===== src/rtl/bus_cmd_pkg.sv =====
package bus_cmd_pkg;
  localparam int STW = 3;

  localparam logic [STW-1:0] ST_INTA    = 3'b000;
  localparam logic [STW-1:0] ST_IORD    = 3'b001;
  localparam logic [STW-1:0] ST_IOWR    = 3'b010;
  localparam logic [STW-1:0] ST_HALT    = 3'b011;
  localparam logic [STW-1:0] ST_FETCH   = 3'b100;
  localparam logic [STW-1:0] ST_MEMRD   = 3'b101;
  localparam logic [STW-1:0] ST_MEMWR   = 3'b110;
  localparam logic [STW-1:0] ST_PASSIVE = 3'b111;

  // number of write channels that carry an advanced strobe (memory, I/O)
  localparam int NWR = 2;

  typedef enum logic [1:0] {
    PH_IDLE = 2'd0,
    PH_ADDR = 2'd1,
    PH_LEAD = 2'd2,
    PH_FULL = 2'd3
  } phase_t;

  typedef struct packed {
    logic           inta;
    logic           iord;
    logic           mrd;
    logic [NWR-1:0] wr;    // [0] memory write, [1] I/O write
    logic           recv;
  } kind_t;
endpackage


===== src/rtl/status_decode.sv =====
module status_decode
  import bus_cmd_pkg::*;
(
  input  logic [STW-1:0] code,
  output kind_t          kind
);
  always_comb begin
    kind = '0;
    unique case (code)
      ST_INTA:  begin kind.inta  = 1'b1; kind.recv = 1'b1; end
      ST_IORD:  begin kind.iord  = 1'b1; kind.recv = 1'b1; end
      ST_IOWR:  kind.wr[1] = 1'b1;
      ST_FETCH,
      ST_MEMRD: begin kind.mrd   = 1'b1; kind.recv = 1'b1; end
      ST_MEMWR: kind.wr[0] = 1'b1;
      default:  kind = '0;   // halt and passive: no command
    endcase
  end
endmodule


===== src/rtl/cycle_seq.sv =====
module cycle_seq
  import bus_cmd_pkg::*;
(
  input  logic           clk,
  input  logic           rst_n,
  input  logic [STW-1:0] st_n,
  output phase_t         phase,
  output logic [STW-1:0] code_q
);
  always_ff @(posedge clk or negedge rst_n) begin
    if (!rst_n) begin
      phase  <= PH_IDLE;
      code_q <= ST_PASSIVE;
    end else if (st_n == ST_PASSIVE) begin
      phase  <= PH_IDLE;
      code_q <= ST_PASSIVE;
    end else begin
      unique case (phase)
        PH_IDLE: begin
          phase  <= PH_ADDR;
          code_q <= st_n;
        end
        PH_ADDR: phase <= PH_LEAD;
        default: phase <= PH_FULL;
      endcase
    end
  end


  open_cycle_chk: assert property (@(posedge clk) disable iff (!rst_n)
    (phase == PH_IDLE && st_n != ST_PASSIVE) |=> (phase == PH_ADDR && code_q == $past(st_n)));


  close_cycle_chk: assert property (@(posedge clk) disable iff (!rst_n)
    (st_n == ST_PASSIVE) |=> (phase == PH_IDLE));
endmodule


===== src/rtl/strobe_drive.sv =====
module strobe_drive
  import bus_cmd_pkg::*;
(
  input  phase_t         phase,
  input  kind_t          kind,
  output logic           ale,
  output logic           dir,
  output logic           den,
  output logic           mrd_n,
  output logic           iord_n,
  output logic           inta_n,
  output logic [NWR-1:0] awr_n,
  output logic [NWR-1:0] wr_n
);
  logic           lead_on;
  logic           full_on;
  logic [NWR-1:0] adv_act;

  assign lead_on = (phase == PH_LEAD) || (phase == PH_FULL);
  assign full_on = (phase == PH_FULL);

  genvar g;
  generate
    for (g = 0; g < NWR; g++) begin : g_wr
      assign adv_act[g] = lead_on & kind.wr[g];
      assign awr_n[g]   = ~adv_act[g];
      assign wr_n[g]    = ~(full_on & kind.wr[g]);
    end
  endgenerate

  assign ale    = (phase == PH_ADDR);
  assign mrd_n  = ~(lead_on & kind.mrd);
  assign iord_n = ~(lead_on & kind.iord);
  assign inta_n = ~(lead_on & kind.inta);
  assign den    = (lead_on & (kind.mrd | kind.iord | kind.inta)) | (|adv_act);
  assign dir    = ~((phase != PH_IDLE) & kind.recv);
endmodule


===== src/rtl/bus_cmd_gen.sv =====
module bus_cmd_gen
  import bus_cmd_pkg::*;
(
  input  logic           clk,
  input  logic           rst_n,
  input  logic [STW-1:0] cpu_st_n,
  output logic           bus_ale,
  output logic           bus_dir,
  output logic           bus_den,
  output logic           mem_rd_n,
  output logic           mem_wr_n,
  output logic           mem_awr_n,
  output logic           io_rd_n,
  output logic           io_wr_n,
  output logic           io_awr_n,
  output logic           int_ack_n
);
  phase_t         phase;
  logic [STW-1:0] code_q;
  kind_t          kind;
  logic [NWR-1:0] awr_n;
  logic [NWR-1:0] wr_n;

  cycle_seq u_seq (
    .clk    (clk),
    .rst_n  (rst_n),
    .st_n   (cpu_st_n),
    .phase  (phase),
    .code_q (code_q)
  );

  status_decode u_dec (
    .code (code_q),
    .kind (kind)
  );

  strobe_drive u_drv (
    .phase  (phase),
    .kind   (kind),
    .ale    (bus_ale),
    .dir    (bus_dir),
    .den    (bus_den),
    .mrd_n  (mem_rd_n),
    .iord_n (io_rd_n),
    .inta_n (int_ack_n),
    .awr_n  (awr_n),
    .wr_n   (wr_n)
  );

  assign mem_awr_n = awr_n[0];
  assign mem_wr_n  = wr_n[0];
  assign io_awr_n  = awr_n[1];
  assign io_wr_n   = wr_n[1];


  ale_single_chk: assert property (@(posedge clk) disable iff (!rst_n)
    bus_ale |=> !bus_ale);


  one_group_chk: assert property (@(posedge clk) disable iff (!rst_n)
    $onehot0({~mem_rd_n, ~io_rd_n, ~int_ack_n, ~mem_awr_n, ~io_awr_n}));


  mem_adv_first_chk: assert property (@(posedge clk) disable iff (!rst_n)
    $fell(mem_wr_n) |-> $past(!mem_awr_n));


  io_adv_first_chk: assert property (@(posedge clk) disable iff (!rst_n)
    $fell(io_wr_n) |-> $past(!io_awr_n));


  release_chk: assert property (@(posedge clk) disable iff (!rst_n)
    (cpu_st_n == ST_PASSIVE) |=> (&{mem_rd_n, mem_wr_n, mem_awr_n, io_rd_n,
                                    io_wr_n, io_awr_n, int_ack_n} && !bus_den));


  write_dir_chk: assert property (@(posedge clk) disable iff (!rst_n)
    (!mem_awr_n || !io_awr_n) |-> bus_dir);
endmodule


===== config.mk =====
export PLATFORM = sky130hd
export DESIGN_NAME = bus_cmd_gen
export DESIGN_NICKNAME = d
export VERILOG_FILES = /design/src/rtl/bus_cmd_pkg.sv /design/src/rtl/status_decode.sv /design/src/rtl/cycle_seq.sv /design/src/rtl/strobe_drive.sv /design/src/rtl/bus_cmd_gen.sv
export SDC_FILE = /design/constraint.sdc
export NUM_CORES = 1
export LEC_CHECK = 0
export ABC_CLOCK_PERIOD_IN_PS = 2100
export BUFFER_PORTS_ARGS = -buffer_cell sky130_fd_sc_hd__buf_4
export CAP_MARGIN = 20
export CORE_AREA = 2 2 39 41
export DETAILED_ROUTE_END_ITERATION = 12
export DIE_AREA = 0 0 41 43
export PLACE_DENSITY_LB_ADDON = 0.15
export SYNTH_ARGS = -nofsm -noshare
export SYNTH_HDL_FRONTEND = slang
export SYNTH_SLANG_ARGS = --single-unit
export TNS_END_PERCENT = 5

===== constraint.sdc =====
create_clock -name clk -period 2.1 [get_ports clk]
set_clock_uncertainty 0.15 [all_clocks]
set_input_delay 0.42 -clock clk [delete_from_list [all_inputs] [get_ports clk]]
set_output_delay 0.42 -clock clk [all_outputs]
set_load 0.01 [all_outputs]

==> results.yml <==
detailed_routing:
  num_vias: 286
  dr.pass1.iters: 3
  wl_per_cell_um: 11.0
  final_antenna_net_count: 0
  routed_wl_um: 707
  routed_via_density: 4.47
  drt_iter0_markers: 3
  drc: 0
placement:
  dp.cells: 59
  dpl_cell_area_um2: 410
  dp.final_hpwl_um: 511
  io_buffers: 14
  gp_congestion: 0.673
global_route:
  grt_pass1_vias: 263
  grt_max_degree: 10
  grt_overflow: 0
  antenna_found_initial: 0
  grt_pass1_wl_mm: 1.15
  track_usage: 0.104
pwr:
  ir_drop_v: 0.000240
  cellPowerDensity_nw_per_um2: 780
  p_leak_uw: 0.000179
critical_path:
  path_cells: "nor2b_1 > nand3_1 > buf_4"
  crit_path_top_delay_cell: "dfstp_2"
  path_max_fanout: 8
  crit_path_start_kind: "register"
  worstSetupPathType: "reg2out"
  rr_startpoint: "u_seq.phase[0]"
  cp-startpoint: "u_seq.code_q[1]"
  end_kind: "primary output"
  cp.required_ps: 1530
  max_stage_delay_ps: 580
  arrival_ps: 1260
layout:
  mostFrequentLayoutCell: "buf_4"
  final_nets: 54
  antennaDiodeCount: 0
  syn_to_final_growth_pct: 56.6
  drive_above_1_share: 0.438
  final_area_um2: 447
  finalNonFillerCells: 64
logic_synthesis:
  ys_seq_area_frac: 0.452
  syn_inst: 29
  ys_types: 15
  syn-cell-area_um2: 285
  syn_avg_cell_area_um2: 9.84
  synthesis.nets: 34
  ys_ff_latch: 5
  yosysWarnings: 0
clock_tree:
  clkLatencyLatePin_ps: 240
  clock_path_buffers: 2
  cts_root_buf: "clkbuf_4"
  cts_made_buffers: 3
  path_clk_slew_ps: 40
  htree_levels: 1
  post_cts_resize_count: 0
  cts_tree: "built"
  cts_sinks: 5
  cts_setup_buffers: 0
timing:
  final_max_slew_viol_count: 0
  finalHoldViolCount: 0
  period_needed_ps: 1830
  setup_tns_ps: 0
  worstMarginPinSlew_ps: 272
  clock.fmax_mhz: 546
  setup_viol: 0
  fin_crit_sh: 0.872
  rsz0062_at_grt: "false"
  slew_headroom: 0.818
outcome:
  status: "finished clean"
floorplanning:
  fp.dieW_um: 41
  initial_core_util: 0.206
  coreArea_um2: 1380
  die_height_um: 43
  io_pins: 15
  std_cell_rows: 14
  die_area_um2: 1760
worst_hold_path:
  hp-start: "cpu_st_n[2]"
  hp-class: "in2reg"
flow_run:
  maxCapViolations: 0
-- state kept, by name, summed over array words and instances (netlist names) --
name / cells
u_seq.phase: 2
u_seq.code_q: 3
-- power by group --
part | switching, uW | leakage (uW) | internal (uW)
registers | 22.5 | 0.0000515 | 117
clock network | 40.3 | 0.0000150 | 71.9
logic | 41.2 | 0.000112 | 55.5
total | 104 | 0.000179 | 245
-- cell families after synthesis --
logic type,share of synthesized area
compound gates,0.254
flops,0.452
simple gates,0.294
-- path summary, 6_finish.rpt --
path | end | slack, ps | cells past startpoint
setup / recovery | io_wr_n | 270 | 3
max in group asynchronous | u_seq.code_q[1] | 1230 | 2
min in group asynchronous | u_seq.phase[1] | 370 | 2
hold / removal | u_seq.phase[0] | 260 | 2
setup reg to reg | u_seq.code_q[1] | 870 | 2
hold reg to reg | u_seq.code_q[0] | 430 | 1
-- per-layer routing --
layer | track usage | part of all wire | vias to the layer above | routed length [um]
met3 | 0.0314 | 0.041 | 0 | 29
met4 | 0.120 | 0 | 0 | 0
met1 | 0.144 | 0.48 | 131 | 338
li1 | - | - | 148 | -
met5 | 0 | 0 | - | 0
met2 | 0.109 | 0.48 | 7 | 339
-- area by class of cell --
class	count	area (um2)
fillers	148	937
multi-input cells	24	156
flip-flops and latches	5	129
well taps	16	20.0
clock buffers	4	26.3
repair buffers	15	115
-- synth_stat cells (all sizes together) --
cell	instances	area (um2)
o2bb2ai	3	26.3
a21boi	1	7.51
nand3	2	10.0
a22o	3	26.3
nor2	2	7.51
nand3b	1	7.51
or2	1	8.76
nand2b	1	6.26
nor2b	3	18.8
nand4	1	6.26
dfrtp	2	50.1
dfstp	3	78.8
nand2	3	11.3
a31oi	2	12.5
and2b	1	7.51
-- timing repair --
action,in CTS,in global routing
endpoints found under the hold margin,5,0
endpoints found under the setup margin,0,0
hold buffers,1,0
-- critical path: cells and delay by family (launching register included) --
kind	cells	cell delay, ps
flops	1	580
buf+inv	1	160
simple gates	2	280
-- stage by stage --
stage / util / total power (uW) / worst slack, ps / hold WS (ps)
floorplan: - / 184 / 665 / -25.6
global placement: 0.297 / 237 / 519 / 75.1
detailed placement: 0.297 / 236 / 521 / 74.9
CTS: 0.323 / 354 / 246 / 245
global route: 0.323 / 367 / 209 / 267
finish: 0.323 / 349 / 268 / 256
No activity file was read; power rests on OpenSTA's default activity.
